===== config.mk =====
export PLATFORM = sky130hd
export DESIGN_NAME = linkpwr_mon
export DESIGN_NICKNAME = d
export VERILOG_FILES = /design/src/rtl/linkpwr_pkg.sv /design/src/rtl/lpm_sync.sv /design/src/rtl/lpm_idle_class.sv /design/src/rtl/lpm_wake_gen.sv /design/src/rtl/linkpwr_mon.sv
export SDC_FILE = /design/constraint.sdc
export NUM_CORES = 1
export LEC_CHECK = 0
export BUFFER_PORTS_ARGS = -buffer_cell sky130_fd_sc_hd__buf_2
export CORE_UTILIZATION = 52
export CTS_BUF_LIST = sky130_fd_sc_hd__clkbuf_8
export DETAILED_ROUTE_END_ITERATION = 12
export PLACE_DENSITY = 0.76
export SYNTH_ARGS = -nofsm -noshare
export SYNTH_HDL_FRONTEND = slang
export SYNTH_SLANG_ARGS = --single-unit

===== constraint.sdc =====
create_clock -name clk_i -period 1.5 [get_ports clk_i]
set_input_delay 0.15 -clock clk_i [delete_from_list [all_inputs] [get_ports clk_i]]
set_output_delay 0.15 -clock clk_i [all_outputs]
set_load 0.005 [all_outputs]

===== src/rtl/linkpwr_pkg.sv =====
package linkpwr_pkg;

   typedef struct packed {
      logic port_evt;
      logic timeout;
      logic pwr_fail;
      logic loop_det;
      logic wdog;
   } wake_flags_t;

   function automatic logic flags_wake(input wake_flags_t f);
      return f.port_evt | (f.wdog & (f.timeout | f.pwr_fail | f.loop_det));
   endfunction

endpackage


===== src/rtl/lpm_sync.sv =====
module lpm_sync #(
   parameter int   STAGES    = 2,
   parameter logic RESET_VAL = 1'b1
) (
   input  logic clk_i,
   input  logic rst_ni,
   input  logic d_i,
   output logic q_o
);
   if (STAGES < 2) begin : g_bad_stages
      $error("lpm_sync: STAGES must be at least 2");
   end

   logic [STAGES-1:0] chain_q;

   always_ff @(posedge clk_i or negedge rst_ni) begin
      if (!rst_ni) chain_q <= {STAGES{RESET_VAL}};
      else         chain_q <= {chain_q[STAGES-2:0], d_i};
   end

   assign q_o = chain_q[STAGES-1];
endmodule


===== src/rtl/lpm_idle_class.sv =====
module lpm_idle_class #(
   parameter int RST_CYC = 59,
   parameter int DIS_CYC = 1229
) (
   input  logic clk_i,
   input  logic rst_ni,
   input  logic lps_s_i,
   output logic if_rst_o,
   output logic if_en_o
);
   if (RST_CYC < 1 || DIS_CYC <= RST_CYC) begin : g_bad_thr
      $error("lpm_idle_class: need 1 <= RST_CYC < DIS_CYC");
   end

   localparam int CW = $clog2(DIS_CYC + 1);
   localparam logic [CW-1:0] SAT   = CW'(DIS_CYC);
   localparam logic [CW-1:0] DIS_M = CW'(DIS_CYC - 1);
   localparam logic [CW-1:0] RST_T = CW'(RST_CYC);

   logic [CW-1:0] run_q;

   always_ff @(posedge clk_i or negedge rst_ni) begin
      if (!rst_ni) begin
         run_q    <= '0;
         if_en_o  <= 1'b1;
         if_rst_o <= 1'b0;
      end else begin
         if_rst_o <= 1'b0;
         if (!lps_s_i) begin
            if (run_q != SAT) run_q <= run_q + 1'b1;
            if (run_q == DIS_M) if_en_o <= 1'b0;
         end else begin
            if (run_q >= RST_T) if_rst_o <= 1'b1;
            if_en_o <= 1'b1;
            run_q   <= '0;
         end
      end
   end

   assert_rst_single_R2: assert property (@(posedge clk_i) disable iff (!rst_ni)
      if_rst_o |=> !if_rst_o);
   assert_disabled_long_R3: assert property (@(posedge clk_i) disable iff (!rst_ni)
      (!lps_s_i && run_q == SAT) |-> !if_en_o);
   assert_reenable_R10: assert property (@(posedge clk_i) disable iff (!rst_ni)
      lps_s_i |=> if_en_o);
endmodule


===== src/rtl/lpm_wake_gen.sv =====
module lpm_wake_gen
   import linkpwr_pkg::*;
#(
   parameter int WAKE_DIV = 8
) (
   input  logic        clk_i,
   input  logic        rst_ni,
   input  logic        lps_s_i,
   input  logic        linkon_pkt_i,
   input  logic        bus_rst_i,
   input  wake_flags_t flags_i,
   output logic        wake_o
);
   if (WAKE_DIV < 2 || (WAKE_DIV % 2) != 0) begin : g_bad_div
      $error("lpm_wake_gen: WAKE_DIV must be even and at least 2");
   end

   localparam int DW = $clog2(WAKE_DIV);
   localparam logic [DW-1:0] HALF = DW'(WAKE_DIV / 2);
   localparam logic [DW-1:0] LAST = DW'(WAKE_DIV - 1);

   logic          cond;
   logic          pkt_q, flag_hit_q, active_q;
   logic [DW-1:0] div_q;

   assign cond = flags_wake(flags_i);

   always_ff @(posedge clk_i or negedge rst_ni) begin
      if (!rst_ni) begin
         pkt_q      <= 1'b0;
         flag_hit_q <= 1'b0;
         active_q   <= 1'b0;
      end else if (lps_s_i) begin
         pkt_q      <= 1'b0;
         flag_hit_q <= 1'b0;
         active_q   <= 1'b0;
      end else if (bus_rst_i && !cond && !flag_hit_q) begin
         pkt_q    <= 1'b0;
         active_q <= 1'b0;
      end else begin
         if (linkon_pkt_i) pkt_q      <= 1'b1;
         if (cond)         flag_hit_q <= 1'b1;
         if (linkon_pkt_i || pkt_q || cond) active_q <= 1'b1;
      end
   end

   if ((WAKE_DIV & (WAKE_DIV - 1)) == 0) begin : g_div_pow2
      always_ff @(posedge clk_i or negedge rst_ni) begin
         if (!rst_ni)        div_q <= '0;
         else if (!active_q) div_q <= '0;
         else                div_q <= div_q + 1'b1;
      end
      assign wake_o = div_q[DW-1];
   end else begin : g_div_any
      always_ff @(posedge clk_i or negedge rst_ni) begin
         if (!rst_ni)            div_q <= '0;
         else if (!active_q)     div_q <= '0;
         else if (div_q == LAST) div_q <= '0;
         else                    div_q <= div_q + 1'b1;
      end
      assign wake_o = (div_q >= HALF);
   end

   assert_wake_stop_R6: assert property (@(posedge clk_i) disable iff (!rst_ni)
      lps_s_i |=> !active_q);
   assert_wake_start_R4: assert property (@(posedge clk_i) disable iff (!rst_ni)
      $rose(active_q) |-> $past(!lps_s_i));
   assert_wake_quiet_R5: assert property (@(posedge clk_i) disable iff (!rst_ni)
      $rose(active_q) |-> !wake_o);
endmodule


===== src/rtl/linkpwr_mon.sv =====
module linkpwr_mon
   import linkpwr_pkg::*;
#(
   parameter int SYNC_STAGES = 2,
   parameter int RST_CYC     = 59,
   parameter int DIS_CYC     = 1229,
   parameter int WAKE_DIV    = 8
) (
   input  logic clk_i,
   input  logic rst_ni,
   input  logic lps_i,
   input  logic linkon_pkt_i,
   input  logic bus_rst_i,
   input  logic port_evt_i,
   input  logic timeout_i,
   input  logic pwr_fail_i,
   input  logic loop_i,
   input  logic wdog_i,
   input  logic ports_idle_i,
   output logic if_rst_o,
   output logic if_en_o,
   output logic wake_o,
   output logic lowpwr_o
);
   logic        lps_s;
   wake_flags_t flags;

   assign flags = '{port_evt: port_evt_i, timeout: timeout_i, pwr_fail: pwr_fail_i,
                    loop_det: loop_i, wdog: wdog_i};

   lpm_sync #(.STAGES(SYNC_STAGES), .RESET_VAL(1'b1)) u_sync (
      .clk_i (clk_i), .rst_ni (rst_ni), .d_i (lps_i), .q_o (lps_s));

   lpm_idle_class #(.RST_CYC(RST_CYC), .DIS_CYC(DIS_CYC)) u_class (
      .clk_i (clk_i), .rst_ni (rst_ni), .lps_s_i (lps_s),
      .if_rst_o (if_rst_o), .if_en_o (if_en_o));

   lpm_wake_gen #(.WAKE_DIV(WAKE_DIV)) u_wake (
      .clk_i (clk_i), .rst_ni (rst_ni), .lps_s_i (lps_s),
      .linkon_pkt_i (linkon_pkt_i), .bus_rst_i (bus_rst_i),
      .flags_i (flags), .wake_o (wake_o));

   always_ff @(posedge clk_i or negedge rst_ni) begin
      if (!rst_ni) lowpwr_o <= 1'b0;
      else         lowpwr_o <= !if_en_o && ports_idle_i && !lps_s && !port_evt_i;
   end

   assert_lowpwr_exit_R9: assert property (@(posedge clk_i) disable iff (!rst_ni)
      (lps_s || port_evt_i || !ports_idle_i) |=> !lowpwr_o);
   assert_lowpwr_needs_off_R9: assert property (@(posedge clk_i) disable iff (!rst_ni)
      lowpwr_o |-> !if_rst_o);
endmodule


==> qor.tcl <==
set qor(fp.dieH_um) 46.91
set qor(placedCellCount) 141
set qor(r2r.worst_path.cells) 3
set qor(synth_cells) 97
set qor(timing.final.crit_share_pct) 96.01
set qor(netlist_area_sq_mm) 0.001049
set qor(route.vias.total) 845
set qor(clockBufferDepth) 2
set qor(critPathCaptureType) {flip-flop}
set qor(gr-usage-all-layers_pct) 23.57
set qor(reg2reg_slack_ns) 0.06
set qor(post_layout_nonfiller_instances) 147
set qor(arrival_ns) 1.60
set qor(swShare_pct) 22.55
set qor(core_outline_area_sq_mm) 0.001802
set qor(combPwrFrac_pct) 7.1
set qor(post_synth_xor_area_fraction_pct) 0.8353
set qor(clock_tree.htree_level_count) 1
set qor(synth_ff_type) {sky130_fd_sc_hd__dfrtp_1}
set qor(worst_slew_pin_slew_ns) 0.4793
set qor(numClockSinks) 22
set qor(final-setup-viol-count) 0
set qor(global_route_total_overflow) 0
set qor(fmax_mhz) 694.4
set qor(route.detailed.wl_per_inst_um) 14.95
set qor(critPathRequiredTime_ns) 1.66
set qor(timing.setup.critical_path_class) {reg2reg}
set qor(synth_seq_area_share_pct) 52.86
set qor(design.die.area_sq_mm) 0.002200
set qor(hold_viol) 0
set qor(crit_fanout) 4
set qor(internal_power_uw) 892.4
set qor(grt_pass1_vias) 784
set qor(largest_net_degree_at_the_start_of_global_routing) 23
set qor(detailedRoute.firstIterationViolations) 13
set qor(wl_um) 2198
set qor(clock_tree.root_cell) {sky130_fd_sc_hd__clkbuf_8}
set qor(drive_gt1_share_pct) 34.43
set qor(utilization_pct) 71.25
set qor(nets) 138
set qor(num_antenna_cells) 0
set qor(synth_enable_flop_cells) 0
set qor(cts_buffers) 3
set qor(synthAdderAreaFrac_pct) 4.773
set qor(setup_slack_ns) 0.05988
set qor(areaGrowthSynthToFinish_pct) 22.43
set qor(power_density_mw_per_mm2) 897.6
set qor(ys_types) 33
set qor(vdd_ir_drop_max_v) 0.0006103
set qor(postSynthNetCount) 112
set qor(simple_gate_portion_of_the_synthesized_area_pct) 22.55
set qor(finalClockSkew_ns) 0.006586
set qor(tritoncts) {done}
set qor(top_level_ports) 15
set qor(place_congestion) 0.7900
set qor(holdPathStages) 2
set qor(detailedPlace.worstSlack_ns) 0.04025
set qor(share_clk_of_total_power_pct) 36.9
set qor(first_pass_grt_wire_length_um) 3463
set qor(outcome) {complete, no violations}
set qor(grt_setup_unrepaired) {true}
set qor(post_cts.repair.setup_buffers) 0
set qor(timing_startpoint_of_the_critical_path) {u_class.run_q[9]}
set qor(initial_antenna_violation_count) 0
set qor(filler_cell_count) 139
set qor(initial_core_util_pct) 58.19
set qor(detailedRoute.firstPassIterationCount) 4
set qor(dominant_combinational_cell_family_by_area_after_synthesis) {simple AND/OR/NAND/NOR gates}
set qor(synth_seq_cells) 22
set qor(synthesis.area_per_instance_sq_um) 10.81
set qor(slew-limit-headroom_pct) 68.05
set qor(crit-reg2reg-launch) {u_class.run_q[9]}
set qor(clock_latency_ns) 0.27
set qor(worst_hold_path_type) {in2reg}
set qor(post_drt_via_cell_ratio) 5.748
set qor(synth-async-reset-ratio_pct) 100.0
set qor(power.net_switching_uw) 259.9
set qor(route.detailed.drc) 0
set qor(mux_cell_area_share_after_synthesis_pct) 2.029
set qor(power.static_leakage_nw) 0.5612
set qor(dp.final_hpwl_um) 1544
set qor(start_kind) {flip-flop}
set qor(drt.antenna.violating_nets) 0
set qor(finalMaxSlewViolations) 0
set qor(finalCriticalPeriod_ns) 1.440
set qor(placementRows) 15
set qor(fp.dieW_um) 46.91
set qor(min-delay-start) {port_evt_i}
set qor(synth_compound_gate_area_share_pct) 14.44
set qor(yosysWarnings) 0
set qor(share_seq_of_total_power_pct) 56.0
set qor(cap_violations) 0
set qor(placement.io_buffers) 14
set qor(clkTransAtPathRegs_ns) 0.08
-- cell families (layout without fill, tap and decap cells) --
kind of cell,count (synthesis),in the layout
compound gates,24,24
xor+xnor,1,1
fa+ha+maj,4,4
flops,22,22
simple gates,37,37
mux,2,2
buf+inv,7,32
-- worst paths after layout --
path                                     end
max                         u_class.run_q[0]
min                                 lowpwr_o
max reg2reg                 u_class.run_q[0]
min reg2reg                u_sync.chain_q[1]
max in group asynchronous   u_class.run_q[2]
min in group asynchronous   u_class.run_q[7]
-- worst max-delay path, cell delays in order (launching register included) --
cell and delay, ns:
sky130_fd_sc_hd__dfrtp_1 0.39, sky130_fd_sc_hd__and4bb_2 0.34, sky130_fd_sc_hd__and4_4 0.27, sky130_fd_sc_hd__mux2_2 0.33
-- sequential cells by signal, summed over array words and instances, names as in the netlist --
signal,count
u_wake.active_q,1
u_wake.flag_hit_q,1
u_sync.chain_q,2
u_wake.pkt_q,1
lowpwr_o,1
u_class.if_en_o,1
u_class.if_rst_o,1
u_wake.div_q,3
u_class.run_q,11
-- power by group through the flow --
stage	Sequential [mW]	Combinational, mW	Clock (mW)
finish	0.645	0.0818	0.426
global route	0.650	0.0929	0.458
CTS	0.643	0.0832	0.435
detailed placement	0.654	0.0781	0
global placement	0.652	0.0740	0
floorplan	0.642	0.0461	0
-- synth_stat cells (3+ instances only) --
cell type | number | area, sq um
sky130_fd_sc_hd__a21oi_1 | 11 | 55.05
sky130_fd_sc_hd__dfrtp_1 | 19 | 475.5
sky130_fd_sc_hd__dfstp_2 | 3 | 78.83
sky130_fd_sc_hd__ha_1 | 4 | 50.05
sky130_fd_sc_hd__inv_1 | 5 | 18.77
sky130_fd_sc_hd__nand2_1 | 5 | 18.77
sky130_fd_sc_hd__nand3_1 | 3 | 15.01
sky130_fd_sc_hd__nor2_1 | 5 | 18.77
sky130_fd_sc_hd__o21ai_0 | 3 | 15.01
sky130_fd_sc_hd__o31ai_1 | 3 | 22.52
sky130_fd_sc_hd__or4_1 | 4 | 30.03
-- area by class of cell --
| cell class | count | area, sq um | area share [%] |
|---|---|---|---|
| Tap cell | 25 | 31.28 | 2.437 |
| Inverter | 5 | 18.77 | 1.462 |
| Timing Repair Buffer | 23 | 142.6 | 11.11 |
| Multi-Input combinational cell | 68 | 478.0 | 37.23 |
| Clock buffer | 4 | 55.05 | 4.289 |
| Sequential cell | 22 | 558.0 | 43.47 |
-- per-stage QoR --
| step | total power, mW | TNS, ns | instance area (sq um) | hold slack [ns] |
|---|---|---|---|---|
| after detailed placement | 0.7323 | 0 | 1195 | 0.1386 |
| after floorplan | 0.6882 | 0 | 1049 | -0.1456 |
| final | 1.152 | 0 | 1284 | 0.06203 |
| after CTS | 1.161 | 0 | 1270 | 0.05716 |
| after global routing | 1.201 | -0.01734 | 1284 | 0.05690 |
| after global placement | 0.7258 | 0 | 1195 | 0.1332 |
-- what timing repair did --
item,in CTS,in global routing
endpoints found under the setup margin,0,4
hold buffers,2,0
resized for setup,0,6
hold endpoints to repair,20,0
-- cell usage in the layout, fill, tap and decap left out, types with 3 or more instances in the layout --
master / n
sky130_fd_sc_hd__buf_2: 14
sky130_fd_sc_hd__o31ai_1: 3
sky130_fd_sc_hd__dfstp_2: 3
sky130_fd_sc_hd__a21oi_1: 10
sky130_fd_sc_hd__o21ai_0: 3
sky130_fd_sc_hd__clkbuf_8: 4
sky130_fd_sc_hd__ha_1: 4
sky130_fd_sc_hd__nor2_1: 5
sky130_fd_sc_hd__nand3_2: 3
sky130_fd_sc_hd__nand2_1: 5
sky130_fd_sc_hd__dfrtp_1: 16
sky130_fd_sc_hd__or4_1: 4
sky130_fd_sc_hd__dfrtp_2: 3
sky130_fd_sc_hd__buf_4: 7
sky130_fd_sc_hd__inv_1: 5
-- per-layer routing --
layer,vias up,wire length (um),track usage (%)
met5,-,0,0
met4,0,51,13.71
met3,5,89,3.462
met2,20,1109,38.61
met1,413,949,29.66
li1,407,-,-
(Power assumes the default switching activity.)
